<file path="config.mk">
export PLATFORM = sky130hd
export DESIGN_NAME = burst_tx_seq
export DESIGN_NICKNAME = d
export VERILOG_FILES = /design/src/rtl/burst_tx_pkg.sv /design/src/rtl/btx_start_detect.sv /design/src/rtl/btx_code_sel.sv /design/src/rtl/btx_bit_fetch.sv /design/src/rtl/burst_tx_seq.sv
export SDC_FILE = /design/constraint.sdc
export NUM_CORES = 1
export LEC_CHECK = 0
export CAP_MARGIN = 40
export CORE_MARGIN = 2
export CORE_UTILIZATION = 41
export DETAILED_ROUTE_END_ITERATION = 8
export GPL_ROUTABILITY_DRIVEN = 1
export PLACE_DENSITY = 0.78
export SYNTH_ARGS = -nofsm -noshare
export SYNTH_HDL_FRONTEND = slang
export SYNTH_SLANG_ARGS = --single-unit
</file>
<file path="constraint.sdc">
create_clock -name clk -period 2.8 [get_ports clk]
set_input_delay 0.42 -clock clk [delete_from_list [all_inputs] [get_ports clk]]
set_output_delay 0.42 -clock clk [all_outputs]
set_load 0.02 [all_outputs]
</file>
<file path="src/rtl/burst_tx_pkg.sv">
package burst_tx_pkg;

    typedef enum logic [1:0] {
        ST_IDLE = 2'd0,
        ST_PRE  = 2'd1,
        ST_DATA = 2'd2
    } seq_state_e;

    typedef enum logic [1:0] {
        RQ_NONE = 2'd0,
        RQ_I    = 2'd1,
        RQ_GAP  = 2'd2,
        RQ_Q    = 2'd3
    } req_phase_e;

endpackage

</file>
<file path="src/rtl/btx_start_detect.sv">
module btx_start_detect #(
    parameter int N_SRC = 2
) (
    input  logic             clk,
    input  logic             rst_n,
    input  logic [N_SRC-1:0] en_src,
    output logic             start
);
    typedef struct packed {
        logic [N_SRC-1:0] prev;
    } det_t;

    det_t det_d, det_q;
    logic [N_SRC-1:0] rise;

    for (genvar g = 0; g < N_SRC; g++) begin : g_rise
        assign rise[g] = en_src[g] & ~det_q.prev[g];
    end

    always_comb begin
        det_d      = det_q;
        det_d.prev = en_src;
        start      = |rise;
    end

    always_ff @(posedge clk or negedge rst_n) begin
        if (!rst_n) det_q <= '0;
        else        det_q <= det_d;
    end
endmodule

</file>
<file path="src/rtl/btx_code_sel.sv">
module btx_code_sel #(
    parameter int CODE_LEN = 64,
    localparam int IDX_W   = $clog2(CODE_LEN)
) (
    input  logic [CODE_LEN-1:0] code,
    input  logic [IDX_W-1:0]    idx,
    output logic                code_bit
);
    always_comb begin
        code_bit = 1'b0;
        for (int k = 0; k < CODE_LEN; k++) begin
            if (idx == IDX_W'(k)) code_bit = code[k];
        end
    end
endmodule

</file>
<file path="src/rtl/btx_bit_fetch.sv">
module btx_bit_fetch
    import burst_tx_pkg::*;
(
    input  logic clk,
    input  logic rst_n,
    input  logic fetch,
    input  logic qpsk_mode,
    input  logic data_in,
    output logic bit_req,
    output logic sym_i,
    output logic sym_q
);
    typedef struct packed {
        req_phase_e phase;
        logic       sym_i;
        logic       sym_q;
    } fetch_t;

    fetch_t f_d, f_q;

    always_comb begin
        f_d = f_q;
        unique case (f_q.phase)
            RQ_NONE: if (fetch) f_d.phase = RQ_I;
            RQ_I: begin
                f_d.sym_i = data_in;
                f_d.phase = qpsk_mode ? RQ_GAP : RQ_NONE;
            end
            RQ_GAP: f_d.phase = RQ_Q;
            RQ_Q: begin
                f_d.sym_q = data_in;
                f_d.phase = RQ_NONE;
            end
            default: f_d.phase = RQ_NONE;
        endcase
    end

    always_ff @(posedge clk or negedge rst_n) begin
        if (!rst_n) f_q <= '{phase: RQ_NONE, sym_i: 1'b0, sym_q: 1'b0};
        else        f_q <= f_d;
    end

    assign bit_req = (f_q.phase == RQ_I) || (f_q.phase == RQ_Q);
    assign sym_i   = f_q.sym_i;
    assign sym_q   = f_q.sym_q;
endmodule

</file>
<file path="src/rtl/burst_tx_seq.sv">
module burst_tx_seq
    import burst_tx_pkg::*;
#(
    parameter int MAX_CHIPS = 64,
    parameter int SYM_W     = 16,
    localparam int IDX_W    = $clog2(MAX_CHIPS)
) (
    input  logic                 clk,
    input  logic                 rst_n,
    input  logic                 tx_en,
    input  logic                 sw_en,
    input  logic                 chip_en,
    input  logic                 qpsk_mode,
    input  logic [IDX_W-1:0]     pre_len,
    input  logic [IDX_W-1:0]     dat_len,
    input  logic [MAX_CHIPS-1:0] pre_code,
    input  logic [MAX_CHIPS-1:0] dat_code,
    input  logic [SYM_W-1:0]     num_syms,
    input  logic                 data_in,
    output logic                 bit_req,
    output logic                 chip_i,
    output logic                 chip_q,
    output logic                 pre_done,
    output logic                 data_active
);
    typedef struct packed {
        seq_state_e       state;
        logic [IDX_W-1:0] idx;
        logic [SYM_W-1:0] sym_cnt;
        logic             chip_i;
        logic             chip_q;
        logic             pre_done;
    } seq_t;

    seq_t s_d, s_q;

    logic             start;
    logic             pre_bit;
    logic             dat_bit;
    logic             sym_i;
    logic             sym_q;
    logic             fetch;
    logic [SYM_W-1:0] sym_nxt;

    btx_start_detect #(.N_SRC(2)) u_start (
        .clk    (clk),
        .rst_n  (rst_n),
        .en_src ({sw_en, tx_en}),
        .start  (start)
    );

    btx_code_sel #(.CODE_LEN(MAX_CHIPS)) u_pre_sel (
        .code     (pre_code),
        .idx      (s_q.idx),
        .code_bit (pre_bit)
    );

    btx_code_sel #(.CODE_LEN(MAX_CHIPS)) u_dat_sel (
        .code     (dat_code),
        .idx      (s_q.idx),
        .code_bit (dat_bit)
    );

    btx_bit_fetch u_fetch (
        .clk       (clk),
        .rst_n     (rst_n),
        .fetch     (fetch),
        .qpsk_mode (qpsk_mode),
        .data_in   (data_in),
        .bit_req   (bit_req),
        .sym_i     (sym_i),
        .sym_q     (sym_q)
    );

    assign sym_nxt = s_q.sym_cnt + 1'b1;

    always_comb begin
        s_d          = s_q;
        s_d.pre_done = 1'b0;
        fetch        = 1'b0;
        unique case (s_q.state)
            ST_IDLE: begin
                if (start) begin
                    s_d.state   = ST_PRE;
                    s_d.idx     = '0;
                    s_d.sym_cnt = '0;
                end
            end
            ST_PRE: begin
                if (chip_en) begin
                    s_d.chip_i = pre_bit;
                    s_d.chip_q = pre_bit;
                    if (s_q.idx == pre_len) begin
                        s_d.idx      = '0;
                        s_d.pre_done = 1'b1;
                        if (num_syms == '0) begin
                            s_d.state = ST_IDLE;
                        end else begin
                            s_d.state = ST_DATA;
                            fetch     = 1'b1;
                        end
                    end else begin
                        s_d.idx = s_q.idx + 1'b1;
                    end
                end
            end
            ST_DATA: begin
                if (chip_en) begin
                    s_d.chip_i = dat_bit ^ sym_i;
                    s_d.chip_q = dat_bit ^ (qpsk_mode ? sym_q : sym_i);
                    if (s_q.idx == dat_len) begin
                        s_d.idx = '0;
                        if (sym_nxt == num_syms) begin
                            s_d.state = ST_IDLE;
                        end else begin
                            s_d.sym_cnt = sym_nxt;
                            fetch       = 1'b1;
                        end
                    end else begin
                        s_d.idx = s_q.idx + 1'b1;
                    end
                end
            end
            default: s_d.state = ST_IDLE;
        endcase
    end

    always_ff @(posedge clk or negedge rst_n) begin
        if (!rst_n) begin
            s_q <= '{state: ST_IDLE, idx: '0, sym_cnt: '0,
                     chip_i: 1'b0, chip_q: 1'b0, pre_done: 1'b0};
        end else begin
            s_q <= s_d;
        end
    end

    assign chip_i      = s_q.chip_i;
    assign chip_q      = s_q.chip_q;
    assign pre_done    = s_q.pre_done;
    assign data_active = (s_q.state == ST_DATA);
endmodule

</file>
==> results of run 1 <==
[Yosys cell counts, drive strengths merged, types with 4 or more instances]
| library cell | number |
|---|---|
| o21ai | 44 |
| a221oi | 5 |
| dfrtp | 33 |
| mux2i | 14 |
| or2 | 4 |
| a221o | 5 |
| a32oi | 8 |
| nor3b | 11 |
| nand2b | 15 |
| nor4 | 9 |
| a22oi | 7 |
| a31oi | 10 |
| xor2 | 14 |
| buf | 15 |
| nor2 | 29 |
| clkbuf | 40 |
| and3 | 8 |
| o31ai | 7 |
| xnor2 | 17 |
| o221ai | 14 |
| a22o | 4 |
| nand4 | 7 |
| a311oi | 6 |
| a21oi | 30 |
| inv | 18 |
| nand2 | 64 |
| nor2b | 18 |
| nand3 | 34 |
| o211ai | 4 |
| ha | 8 |
| nand3b | 6 |
| nand4b | 5 |
| a211oi | 5 |
| nor3 | 12 |
| o21a | 9 |
| o22ai | 8 |
[area by class of cell]
cell class	count	area, µm²
fillers	859	3115
repair buffers	267	2494
flip-flops and latches	33	830.8
multi-input cells	495	3600
inverters	20	77.57
clock inverters	2	10.01
clock buffers	6	72.57
well taps	136	170.2
[worst max-delay path, delay by kind of cell, from the launching register on]
kind            cells  cell delay, ps
simple gates        4             850
compound gates      4             810
flops               1             410
fa+ha+maj           1             190
mux                 1             190
buf+inv             1             160
[per-layer routing]
metal	up-vias	track usage	routed length (µm)
li1	2723	-	-
met1	2891	0.4150	7837
met2	357	0.6258	10340
met3	77	0.03995	1413
met4	0	0.1603	946
met5	-	0	0
[final timing paths]
path | start | end | cells past startpoint
worst max-delay path | s_q[3]$_DFFE_PN0P_ | s_q[17]$_DFFE_PN0P_ | 11
worst min-delay path | rst_n | s_q[15]$_DFFE_PN0P_ | 2
worst max register to register | s_q[3]$_DFFE_PN0P_ | s_q[17]$_DFFE_PN0P_ | 11
worst min register to register | s_q[18]$_DFFE_PN0P_ | s_q[18]$_DFFE_PN0P_ | 1
max in group asynchronous | rst_n | s_q[4]$_DFFE_PN0P_ | 2
min in group clk | s_q[18]$_DFFE_PN0P_ | s_q[18]$_DFFE_PN0P_ | 1
[logic make-up (layout without fill, tap and decap cells)]
| kind of cell | after synthesis | after routing |
|---|---|---|
| AOI/OAI and AO/OA | 208 | 208 |
| and+or+nand+nor | 232 | 232 |
| DFF | 33 | 33 |
| muxes | 16 | 16 |
| buffers and inverters | 75 | 295 |
| xor gates and xnor gates | 31 | 31 |
| adders and majority gates | 8 | 8 |
[flip-flops by register name (all words and copies together), names as in the netlist, named ones only]
register,cells
s_q,24
u_start.det_q,2
chip_i,1
chip_q,1
pre_done,1
u_fetch.f_q,1
u_fetch.sym_i,1
u_fetch.sym_q,1
[per-stage QoR]
step,total power (µW),utilization,cell area (µm²)
floorplan,2305,-,4417
global placement,3470,0.6540,6782
detailed placement,3543,0.6540,6782
CTS,3972,0.6675,6922
global route,4590,0.6996,7254
finish,4327,0.6996,7254
[report_power, final]
group	leakage [µW]	internal, µW	switching (µW)	total, µW
combinational	0.00236	1600	1710	3300
sequential	0.000433	569	96.5	665
clock	0.0000450	172	188	360
total	0.00284	2340	1990	4330
[repair_timing]
| item | in CTS | in global routing |
|---|---|---|
| endpoints found under the setup margin | 13 | 21 |
| buffers inserted | 0 | 2 |
| pin swaps | 4 | 31 |
| gates resized for setup | 16 | 72 |
==> metrics.txt, run 1 <==
status completed; combinational family with the most area after synthesis compound AO/OA/AOI/OAI gates; commonest non-fill, non-tap cell in the layout clkdlybuf4s50_1; H-tree levels 2; critical path class flip-flop to flip-flop; number of synthesis warnings 0; number of synthesized flops with an enable pin 0; xor-xnor portion of the synthesized cell area 0.06149; # DRC 0; Core Region just over 10000 µm²; largest net degree at the start of global routing 38; clk_skew ~12 ps; critical path capture point type flip-flop; placed insts around 950; Seq/Total Area, Yosys 0.1870; Setup violations, final 0; vias in the first global route around 6.2k; FFs w/ async S/R, synth 1.000; Reg2Reg Setup Slack between 70 and 80 ps; min Tclk post-route between 2000 and 3000 ps; final hold slack 518.4 ps; worst-path maximum fanout 6; Max Cap Violations 0; total die area 11620 µm²; Final Hold Viols 0; post-synthesis cell count roughly 600; leading cell types in the layout, fill and taps excluded 167 x clkdlybuf4s50_1, 89 x buf_4, 63 x nand2_1; CTS root buf clkbuf_8; Tot GR Track Use 0.3497; Finished Layout Cells ~960; insertion delay to the later sink of the worst-skew pair roughly 300 ps; CTS tree built; fmax between 0.3 and 0.4 GHz; dpl ws -217.4 ps; Num CTS Buffers 5; Slew Limit Headroom 0.6128; Via Count 6048; worst setup margin between 70 and 80 ps; Synth Area in Adders 0.02267; PwrDens around 600 nW/µm²; maximum vdd drop 0.0003987 V; Lkg Pwr 0.002842 µW; # port buffers roughly 170; die height approximately 110 µm; GP Congestion between 1 and 1.5; Startpoint Class flip-flop; clk slew on worst S/H paths ~80 ps; cts hold-fix bufs 0; Unique masters post-synth 80; initial DRC count between 700 and 800; share of layout cells above drive strength 1 0.2224; Compound-Gate Fraction of Synth Area 0.3406; IO Count 168; Slew Limit Fails 0; gr ovfl total 0; Initial DRT Pass Iterations 5; Syn Nets roughly 770; critical path, cell by cell ha_4 > nand3_2 > or3_4 > nor4b_4 > o221ai_2 > a221o_1 > o211ai_2 > a21boi_2 > buf_4 > mux2i_1 > nand2_1; critical path's largest stage delay 410 ps; Cell Rows 37; Simple-Gate Fraction of Synth Area 0.2808; Critical Path AT between 2000 and 3000 ps; Die W ~110 µm; Sink Count 33; ranking of synthesized cells by area dfrtp_1 19%, nand2_1 5.4%, o21ai_0 4.9%, nand3_1 3.9%, a21oi_1 3.4%; initial antenna violation count 0; worst slew pin tran roughly 580 ps; Mapped Area 4415 µm²; Starting Density 0.4258; drt wl/cell ~21 µm; Synth top area share 0.1870; Vias/cell 6.307; dpl hpwl ~17000 µm; area growth from synthesis to layout 64.30%; Antenna Nets Post-Route 0; Final period util 0.9748; RSZ-0062 raised after global routing yes; Top FF cell, synth dfrtp_1; first-pass GRT wire length 31600 µm; Post-Route WL around 21000 µm; Hold Path Class input pin to async pin; mux contribution to synthesized area 0.03684; ANT cells 0; Crit path required time 2980 ps; cell taking the most area after synthesis dfrtp_1; Syn Area/Cell 7.323 µm²; setup_tns 0 ps; Final #Nets a little under 1k; clk buf depth 2; #FFs+latches synth 33; slowest cell on the critical path dfrtp_1
Note: power is estimated with default switching activity, not from simulation.
==> run 2, diff against run 1 <==
--- a/config.mk
+++ b/config.mk
@@ -5,12 +5,14 @@
 export SDC_FILE = /design/constraint.sdc
 export NUM_CORES = 1
 export LEC_CHECK = 0
+export ABC_CLOCK_PERIOD_IN_PS = 2800
 export CAP_MARGIN = 40
 export CORE_MARGIN = 2
 export CORE_UTILIZATION = 41
 export DETAILED_ROUTE_END_ITERATION = 8
 export GPL_ROUTABILITY_DRIVEN = 1
 export PLACE_DENSITY = 0.78
+export REMOVE_ABC_BUFFERS = 1
 export SYNTH_ARGS = -nofsm -noshare
 export SYNTH_HDL_FRONTEND = slang
 export SYNTH_SLANG_ARGS = --single-unit
==> run 2 against run 1 <==
Largest cell class unchanged. Die area unchanged. Non-clock buffer count up 4. Critical endpoint is now u_fetch.f_q[2]$_DFFE_PN0P_. Clock skew up 0.86 ps. Critical path depth down 1. Final cell count up 0.42%. Setup slack better by 34 ps. Combinational power down 5%. Final area down 1.8%.
==> metrics.txt, run 2 (synthesized netlist as in run 1, its figures left out) <==
Vias/cell 6.098 (-3.3%); Die W 107.8 µm (unchanged); cts hold-fix bufs 0 (unchanged); largest net degree at the start of global routing 34 (-11%); hold endpoint u_fetch.f_q[2]$_DFFE_PN0P_; # DRC 0 (unchanged); status completed; Post-Route WL 19440 µm (-5.4%); insertion delay to the later sink of the worst-skew pair 300 ps (about the same); Slew Limit Fails 0 (unchanged); Final #Nets 997 (+0.40%); Critical Path AT 2870 ps (-40 ps); dpl ws -140.6 ps (+76.75 ps); leading cell types in the layout, fill and taps excluded 167 x clkdlybuf4s50_1, 98 x buf_4, 64 x nand2_1; worst-path maximum fanout 3 (-3); Final period util 0.9625 (-0.01227); clk_skew 13.09 ps (+0.8589 ps); Crit path required time 2970 ps (about the same); Max Cap Violations 0 (unchanged); first-pass GRT wire length 30350 µm (-4.0%); H-tree levels 2 (unchanged); Via Count 5872 (-2.9%); Starting Density 0.4258 (unchanged); area growth from synthesis to layout 61.29%; Worst R2R End u_fetch.f_q[2]$_DFFE_PN0P_; Top Metal Used met4; Post-Place Cell Area 6809 µm² (+0.41%); Startpoint Class flip-flop; initial DRC count 442 (-39%); Final Hold Viols 0 (unchanged); IO Count 168 (unchanged); hold depth 1; maximum vdd drop 0.0003687 V (-7.5%); WL met1 7409 µm (-5.5%); Cell Rows 37 (unchanged); hold_sp u_fetch.f_q[2]$_DFFE_PN0P_; Worst R2R Start s_q[4]$_DFFE_PN0P_; final instance area 7122 µm² (-1.8%); Reg2Reg Depth 10 (-1); ANT cells 0 (unchanged); final hold slack 526.7 ps (+8.340 ps); gr ovfl total 0 (unchanged); share of layout cells above drive strength 1 0.2019 (-0.02042); Antenna Nets Post-Route 0 (unchanged); initial antenna violation count 0 (unchanged); Top Registers s_q (24), u_start.det_q (2); Fill cells 865 (+0.70%); worst slew pin tran 612.2 ps (+32.54 ps); critical path capture point type flip-flop; Setup violations, final 0 (unchanged); CTS tree built; Initial DRT Pass Iterations 5 (unchanged); # port buffers 167 (unchanged); drt wl/cell 20.18 µm (-5.8%); Finished Layout Cells 963 (+0.42%); vias in the first global route 6076 (-1.4%); worst setup margin 105.0 ps (+34.35 ps); Tot GR Track Use 0.3315 (-0.01816); placed insts 951 (+0.21%); max reg flops 24 (unchanged); min Tclk post-route 2695 ps (-34.35 ps); metal3 WL 1353 µm (-4.2%); Hold Path Class flip-flop to flip-flop; dpl hpwl 15890 µm (-5.3%); die height 107.8 µm (unchanged); Largest Register s_q; Slew Limit Headroom 0.5910 (-0.02174); total die area 11620 µm² (unchanged); GP Congestion 0.9959 (-3.7%); met2 WL 9904 µm (-4.2%); critical path class flip-flop to flip-flop; commonest non-fill, non-tap cell in the layout clkdlybuf4s50_1; clk buf depth 2 (unchanged); clk slew on worst S/H paths 70 ps (about the same); fmax 0.3711 GHz (+1.3%); Num CTS Buffers 5 (unchanged); CTS root buf clkbuf_8; Reg2Reg Setup Slack 110 ps (+30 ps); PwrDens 586.0 nW/µm² (-1.8%); Sink Count 33 (unchanged); Core Region 10370 µm² (unchanged); Lkg Pwr 0.002827 µW (-0.54%)
-- run 2: what timing repair did --
item / 4_1_cts / 5_1_grt
setup endpoints to repair: 2 / 21
gates resized for setup: 7 / 45
setup buffers: 2 / 2
hold endpoints to repair: 0 / 0
pin swaps: 1 / 16
-- run 2: final cells by class --
type | instances | area, µm² | area share
clock inverters | 2 | 10.01 | 0.001405
inverters | 20 | 81.33 | 0.01142
well taps | 136 | 170.2 | 0.02389
clock buffers | 6 | 72.57 | 0.01019
flip-flops and latches | 33 | 828.3 | 0.1163
multi-input cells | 495 | 3455 | 0.4851
repair buffers | 271 | 2505 | 0.3517
-- run 2: worst max-delay path by stage --
stage | slack (ps) | to | from
final | 110 | u_fetch.f_q[2]$_DFFE_PN0P_ | s_q[4]$_DFFE_PN0P_
after detailed placement | -140 | u_fetch.f_q[2]$_DFFE_PN0P_ | num_syms[14]
after CTS | 3 | chip_i$_DFFE_PN0P_ | s_q[19]$_DFFE_PN0P_
after floorplan | -340 | chip_q$_DFFE_PN0P_ | s_q[19]$_DFFE_PN0P_
after global placement | -120 | u_fetch.f_q[2]$_DFFE_PN0P_ | num_syms[14]
after global routing | -50 | chip_i$_DFFE_PN0P_ | s_q[20]$_DFFE_PN0P_
-- run 2: per-layer routing --
metal	up-vias	GRT usage
met1	2753	0.3842
li1	2731	-
met4	0	0.1456
met5	-	0
met3	72	0.04358
met2	316	0.6038
-- run 2: per-stage QoR --
step	utilization	power (µW)	TNS (ps)
2_1_floorplan	-	2189	-2104
3_3_place_gp	0.6566	3493	-992.4
3_5_place_dp	0.6566	3540	-1939
4_1_cts	0.6684	3968	0
5_1_grt	0.6868	4426	-102.7
6_report	0.6868	4173	0
-- run 2: report_power, final --
part,leakage [µW],switching [µW],internal (µW),total [µW]
clock,0.0000450,196,173,368
combinational,0.00235,1620,1520,3140
sequential,0.000437,99.0,570,669
total,0.00283,1910,2260,4170
-- run 2: worst max-delay path, cell delays in order, from the launching register on --
cell and delay, ps:
dfrtp_1 390, ha_2 230, nand3_2 100, or3_4 370
nor4b_2 220, o221ai_1 150, a221o_1 420, o21a_2 250
o21bai_1 160, a31oi_1 230, nor2_1 60
